===== src/rtl/flash_stat_pkg.sv =====
package flash_stat_pkg;
  typedef enum logic {
    OP_PROG  = 1'b0,
    OP_ERASE = 1'b1
  } op_kind_e;

  localparam int unsigned DEF_DATA_W   = 16;
  localparam int unsigned DEF_POLL_BIT = 7;
  localparam int unsigned DEF_TGL_BIT  = 6;
endpackage


===== src/rtl/fps_access_detect.sv =====
module fps_access_detect #(
  parameter int unsigned SYNC_STAGES = 0
) (
  input  logic clk_i,
  input  logic rst_ni,
  input  logic ce_ni,
  input  logic oe_ni,
  output logic access_done_o
);
  logic strb_raw;
  logic strb;
  logic strb_q;

  assign strb_raw = ce_ni | oe_ni;

  generate
    if (SYNC_STAGES == 0) begin : g_direct
      assign strb = strb_raw;
    end else begin : g_sync
      logic [SYNC_STAGES-1:0] sync_q;
      always_ff @(posedge clk_i or negedge rst_ni) begin
        if (!rst_ni) sync_q <= '1;
        else         sync_q <= {sync_q[SYNC_STAGES-1:0], strb_raw} >> 0;
      end
      assign strb = sync_q[SYNC_STAGES-1];
    end
  endgenerate

  always_ff @(posedge clk_i or negedge rst_ni) begin
    if (!rst_ni) strb_q <= 1'b1;
    else         strb_q <= strb;
  end

  // end of access: combined strobe leaves its active level
  assign access_done_o = strb & ~strb_q;
endmodule


===== src/rtl/fps_toggle.sv =====
module fps_toggle (
  input  logic clk_i,
  input  logic rst_ni,
  input  logic busy_i,
  input  logic access_done_i,
  output logic tgl_o
);
  logic busy_q;
  logic op_start;

  assign op_start = busy_i & ~busy_q;

  always_ff @(posedge clk_i or negedge rst_ni) begin
    if (!rst_ni) begin
      busy_q <= 1'b0;
      tgl_o  <= 1'b0;
    end else begin
      busy_q <= busy_i;
      if (op_start)                   tgl_o <= 1'b0;
      else if (busy_i && access_done_i) tgl_o <= ~tgl_o;
    end
  end
endmodule


===== src/rtl/fps_status_mux.sv =====
module fps_status_mux
  import flash_stat_pkg::*;
#(
  parameter int unsigned DATA_W   = DEF_DATA_W,
  parameter int unsigned POLL_BIT = DEF_POLL_BIT,
  parameter int unsigned TGL_BIT  = DEF_TGL_BIT
) (
  input  logic              busy_i,
  input  op_kind_e          op_i,
  input  logic [DATA_W-1:0] last_data_i,
  input  logic [DATA_W-1:0] array_data_i,
  input  logic              tgl_i,
  output logic [DATA_W-1:0] data_o
);
  localparam logic [DATA_W-1:0] POLL_MASK = DATA_W'(1) << POLL_BIT;

  logic [DATA_W-1:0] status;
  logic              unused_data;

  assign unused_data = ^(last_data_i & ~POLL_MASK);

  always_comb begin
    status           = '0;
    status[POLL_BIT] = (op_i == OP_ERASE) ? 1'b0 : ~last_data_i[POLL_BIT];
    status[TGL_BIT]  = tgl_i;
    data_o           = busy_i ? status : array_data_i;
  end
endmodule


===== src/rtl/flash_poll_status.sv =====
module flash_poll_status
  import flash_stat_pkg::*;
#(
  parameter int unsigned DATA_W      = DEF_DATA_W,
  parameter int unsigned POLL_BIT    = DEF_POLL_BIT,
  parameter int unsigned TGL_BIT     = DEF_TGL_BIT,
  parameter int unsigned SYNC_STAGES = 0
) (
  input  logic              clk_i,
  input  logic              rst_ni,
  input  logic              busy_i,
  input  logic              op_erase_i,
  input  logic [DATA_W-1:0] last_data_i,
  input  logic              ce_ni,
  input  logic              oe_ni,
  input  logic [DATA_W-1:0] array_data_i,
  output logic [DATA_W-1:0] rd_data_o
);
  logic     access_done;
  logic     tgl;
  op_kind_e op_kind;

  assign op_kind = op_erase_i ? OP_ERASE : OP_PROG;

  fps_access_detect #(.SYNC_STAGES(SYNC_STAGES)) u_detect (
    .clk_i        (clk_i),
    .rst_ni       (rst_ni),
    .ce_ni        (ce_ni),
    .oe_ni        (oe_ni),
    .access_done_o(access_done)
  );

  fps_toggle u_toggle (
    .clk_i        (clk_i),
    .rst_ni       (rst_ni),
    .busy_i       (busy_i),
    .access_done_i(access_done),
    .tgl_o        (tgl)
  );

  fps_status_mux #(
    .DATA_W  (DATA_W),
    .POLL_BIT(POLL_BIT),
    .TGL_BIT (TGL_BIT)
  ) u_mux (
    .busy_i      (busy_i),
    .op_i        (op_kind),
    .last_data_i (last_data_i),
    .array_data_i(array_data_i),
    .tgl_i       (tgl),
    .data_o      (rd_data_o)
  );
endmodule


===== config.mk =====
export PLATFORM = sky130hd
export DESIGN_NAME = flash_poll_status
export DESIGN_NICKNAME = d
export VERILOG_FILES = /design/src/rtl/flash_stat_pkg.sv /design/src/rtl/fps_access_detect.sv /design/src/rtl/fps_toggle.sv /design/src/rtl/fps_status_mux.sv /design/src/rtl/flash_poll_status.sv
export SDC_FILE = /design/constraint.sdc
export NUM_CORES = 1
export LEC_CHECK = 0
export BUFFER_PORTS_ARGS = -buffer_cell sky130_fd_sc_hd__buf_2
export CAP_MARGIN = 40
export CORE_AREA = 2 2 39 41
export DETAILED_ROUTE_END_ITERATION = 16
export DIE_AREA = 0 0 41 43
export PLACE_DENSITY = 0.64
export SYNTH_ARGS = -nofsm -noshare
export SYNTH_HDL_FRONTEND = slang
export SYNTH_HIERARCHICAL = 1
export SYNTH_SLANG_ARGS = --single-unit

===== constraint.sdc =====
create_clock -name clk_i -period 1.6 [get_ports clk_i]
set_input_delay 0.16 -clock clk_i [delete_from_list [all_inputs] [get_ports clk_i]]
set_output_delay 0.16 -clock clk_i [all_outputs]
set_load 0.03 [all_outputs]

* Word-level counts from Yosys, hierarchy flattened
Index checks and enable logic that the tools add are counted.
** Storage, ports and cells
- Flip-flop bits (word level) :: 3
- Input port bits :: 38
- Logic and storage cells :: 17
** Cells by class
- Muxes and demuxes :: 5
- Bitwise operators :: 7
- Reduce and logical (&&, ||, !) cells :: 2
** Operators by type and width (number)
- two-way mux 16 bit :: 1
- two-way mux 1 bit :: 4
- inverter 1 bit :: 4
- AND 1 bit :: 2
- nonzero test 2 bit :: 1
- logical AND 1 bit :: 1
- bitwise OR 1 bit :: 1

* Longest topological paths before layout
- Depth in word-level cells :: 5
- Depth in mapped cells :: 3
- Depth with buffers taken out :: 3

* Modules after synthesis
Netlist, hierarchy kept.
** By module, submodules not included
- fps_status_mux :: times used 1, cells an instance 18, area an instance 123.9 sq um, sequential area each 0.0 sq um
- fps_toggle :: times used 1, cells an instance 6, area an instance 81.3 sq um, sequential area each 50.0 sq um
- fps_access_detect :: times used 1, cells an instance 3, area an instance 42.5 sq um, sequential area each 26.3 sq um

* Worst setup path after synthesis
No wires, ideal clock.
- Path kind :: reg2reg
- From :: reg u_detect.strb_q
- To :: reg u_toggle.tgl_o
- Setup time :: 130 ps
- Arrival time :: 811 ps
- Data required time :: 1470 ps
- Path slack :: 659 ps
- Cell stages (with the launch flop) :: 4
- Path buffers :: 0
- Period minus slack after synthesis :: 941 ps
- Cell sequence :: dfstp_2 -> o21ba_2 -> nand4b_1 -> o221ai_2
** Between the ends
- Cells in the longest elaborated chain, start to end :: 4
** Ends and longest elaborated chain
- start, declared :: line fps_access_detect.sv:12 : logic strb_q;
- start signal, assigned :: line fps_access_detect.sv:31 : else strb_q <= strb;
- inverter 1 bit :: line fps_access_detect.sv:35 : assign access_done_o = strb & ~strb_q;
- AND 1 bit :: line fps_access_detect.sv:35
- via access_done :: line flash_poll_status.sv:19 : logic access_done;
- logical AND 1 bit :: line fps_toggle.sv:20 : else if (busy_i && access_done_i) tgl_o <= ~tgl_o;
- nonzero test 2 bit (no line)
- end signal, assigned :: line fps_toggle.sv:20
- end, declared :: line fps_toggle.sv:6 : output logic tgl_o
The timed path passes the listed nets, and every way through them passes these cells.
A chain may end at the register's enable or synchronous reset.

* Worst setup path after layout
- From :: reg u_toggle.tgl_o
- To :: out rd_data_o[6]
** Between the ends
- Cells in the longest elaborated chain, start to end :: 1
** Ends and longest elaborated chain
- two-way mux 16 bit :: line fps_status_mux.sv:26 : data_o = busy_i ? status : array_data_i;
- end, declared :: line flash_poll_status.sv:17 : output logic [DATA_W-1:0] rd_data_o
Every way passes these cells.

==> summary.md <==
| Metric | Value |
|---|---|
| Largest net degree at the start of global routing | 20 |
| Crit Path Class | reg -> out |
| First-pass iteration count of the detailed router | 3 |
| Worst-margin pin slew | 0.311 ns |
| Die H | between 40 and 50 um |
| Clock transition at path regs | around 0.040 ns |
| DP HPWL | 544 um |
| Synth area leaders | nor2b_1 30%, dfrtp_1 20%, dfstp_2 11%, mux2_2 9.1%, and2b_1 6.1% |
| Setup repair after global routing missed its margin | false |
| YS warnings | 6 |
| Sequential share of power | approximately 25% |
| Drt drc | 0 |
| Total gr overflow | 0 |
| Final Wtd Congestion | 0.630 |
| Clock Path Buffers | 2 |
| Pwr Density | 734 nW/um2 |
| Top Ports | 54 |
| Synth Instances | 27 |
| Antenna Diode Count | 0 |
| Final Hold Viols | 0 |
| Max Cap Violations | 0 |
| Routed wire length | 631 um |
| Synth top area share | 30.3% |
| Share of cells above drive strength 1 | about two thirds |
| Logic pwr share | a little under 40% |
| Crit start category | flop |
| Top cell type by total area after synthesis | nor2b_1 |
| Initial antenna violation count | 0 |
| Clock power share | 35.1% |
| Net Sw Frac | 33.4% |
| Final period util | 75.8% |
| Nature of the critical path endpoint | output port |
| DIE WIDTH | 41 um |
| DR iter-0 viols | 1 |
| Vias per inst | 3.89 |
| Critical Path AT | 1.05 ns |
| Syn_area_per_cell | 9.18 um2 |
| Synthesis-to-finish area growth | 96.5% |
| Min Tclk post-route | 1.21 ns |
| Internal power | about 240 uW |
| Via count | between 300 and 400 |
| Req. time, crit path | 1.44 ns |
| Core area | 1380 um2 |
| Hold/Removal Path Class | in -> reg |
| Post-synthesis cell type count | 13 |
| Relative slew slack | 79.3% |
| Syn nets | 65 |
| Mapped cell area | roughly 250 um2 |
| H-tree depth | 1 |
| Clock sink count | 3 |
| Worst vdd ir | 0.000503 V |
| Post-route core utilization | 35.2% |
| Most frequent cell after synthesis | nor2b_1 |
| FMAX | 824 MHz |
| Post-synth EDFFs | 0 |
| Clock Latency Late Sink | 0.22 ns |
| First-pass GRT wire length | 917 um |
| Vias in the first global route | 261 |
| Die Footprint | 1760 um2 |
| Num CTS Buffers | 3 |
| Clock root buffer | clkbuf_4 |
| Antenna viol nets, final | 0 |
| Setup TNS | 0 ns |
| Initial Util | 17.9% |
| Routed WL per cell | ~7.4 um |
| Async S/R FF share, synth | 100% |
| GR Util All Layers | 7.43% |
| Final setup violating endpoints | 0 |
| Leakage power | 0.277 nW |
| # rows | 14 |
| Most common library cells after synthesis | 12 x nor2b_1, 2 x and2b_1, 2 x dfrtp_1, 2 x mux2_2 |
| Slew Viols, Final | 0 |
| Psw | 119 uW |
| Input/output buffers | 38 |
| Synth Flop Type | dfrtp_1 |
| CP max FO | 4 |
| TritonCTS clock tree | built |
| Final #Nets | 108 |
| FF+latch count, synth | 3 |
| Status | finished clean |
| Skew final | approximately 0.0027 ns |
| Register area share after synthesis | between 30% and 40% |
per-stage QoR:
stage	instance area, um2	power [mW]	worst slack [ns]	cells	hold slack (ns)
after global routing	487	0.384	0.348	85	0.142
after detailed placement	450	0.232	0.440	80	-0.0438
final	487	0.357	0.387	85	0.145
after global placement	450	0.229	0.458	80	-0.0449
after floorplan	248	0.179	0.659	27	-0.136
after CTS	487	0.364	0.381	85	0.146
placed cells by master (no fill, tap or decap):
cell / n
dlygate4sd3_1: 1
dfrtp_1: 2
mux2_2: 2
inv_1: 1
nand2_1: 1
or2_1: 1
nor2b_1: 12
o221ai_2: 1
clkbuf_1: 1
clkbuf_4: 3
and2b_1: 2
o21ba_2: 1
buf_2: 38
dfstp_2: 1
nand4b_1: 1
nor2_1: 1
logic make-up after synthesis:
kind of cell           count (synthesis)  share of synthesized area (%)
AO/OA/AOI/OAI                          2                           10.1
flip-flops                             3                           30.8
buffers and inverters                  2                           4.55
multiplexers                           2                           9.09
AND/OR/NAND/NOR                       18                           45.5
power groups by stage:
stage	Clock [mW]	Sequential, mW	Combinational (mW)
2_1_floorplan	0	0.0895	0.0899
3_3_place_gp	0	0.0904	0.139
3_5_place_dp	0	0.0906	0.142
4_1_cts	0.131	0.0897	0.144
5_1_grt	0.140	0.0912	0.153
6_report	0.125	0.0897	0.142
final timing paths:
kind / depth (start not counted) / end / slack, ns / from
max in group asynchronous: 2 / u_detect/strb_q$_DFF_PN1_ / 1.15 / rst_ni
worst min-delay path: 2 / u_detect/strb_q$_DFF_PN1_ / 0.15 / ce_ni
worst min register to register: 2 / u_toggle/tgl_o$_DFFE_PN0P_ / 0.55 / u_toggle/busy_q$_DFF_PN0_
worst max-delay path: 2 / rd_data_o[6] / 0.39 / u_toggle/tgl_o$_DFFE_PN0P_
min in group asynchronous: 2 / u_toggle/tgl_o$_DFFE_PN0P_ / 0.26 / rst_ni
worst max register to register: 3 / u_toggle/tgl_o$_DFFE_PN0P_ / 0.63 / u_detect/strb_q$_DFF_PN1_
area by class of cell:
cell class | instances | area [um2]
fill | 142 | 897
timing repair buffer | 39 | 200
multi-input combinational | 22 | 160
sequential | 3 | 76.3
clock buffer | 4 | 26.3
tap | 16 | 20.0
inverter | 1 | 3.75
timing repair:
item | in CTS | in global routing
hold buffers | 1 | 0
buffers inserted | 0 | 0
gates resized for setup | 0 | 0
hold endpoints to repair | 3 | 0
registers in the layout, indices dropped and copies added (netlist names):
name / flops
u_toggle/tgl_o: 1
u_detect/strb_q: 1
u_toggle/busy_q: 1
critical path, cell delays in order (launching register included):
cell and delay (ns):
dfrtp_1 0.39, mux2_2 0.27, buf_2 0.18
routing by layer:
metal | GRT usage (%) | wire [um] | vias to the layer above
li1 | - | - | 172
met1 | 8.04 | 226 | 135
met2 | 12.2 | 317 | 24
met3 | 2.09 | 88 | 0
met4 | 4.00 | 0 | 0
met5 | 0 | 0 | -
No activity file was read; power rests on OpenSTA's default activity.
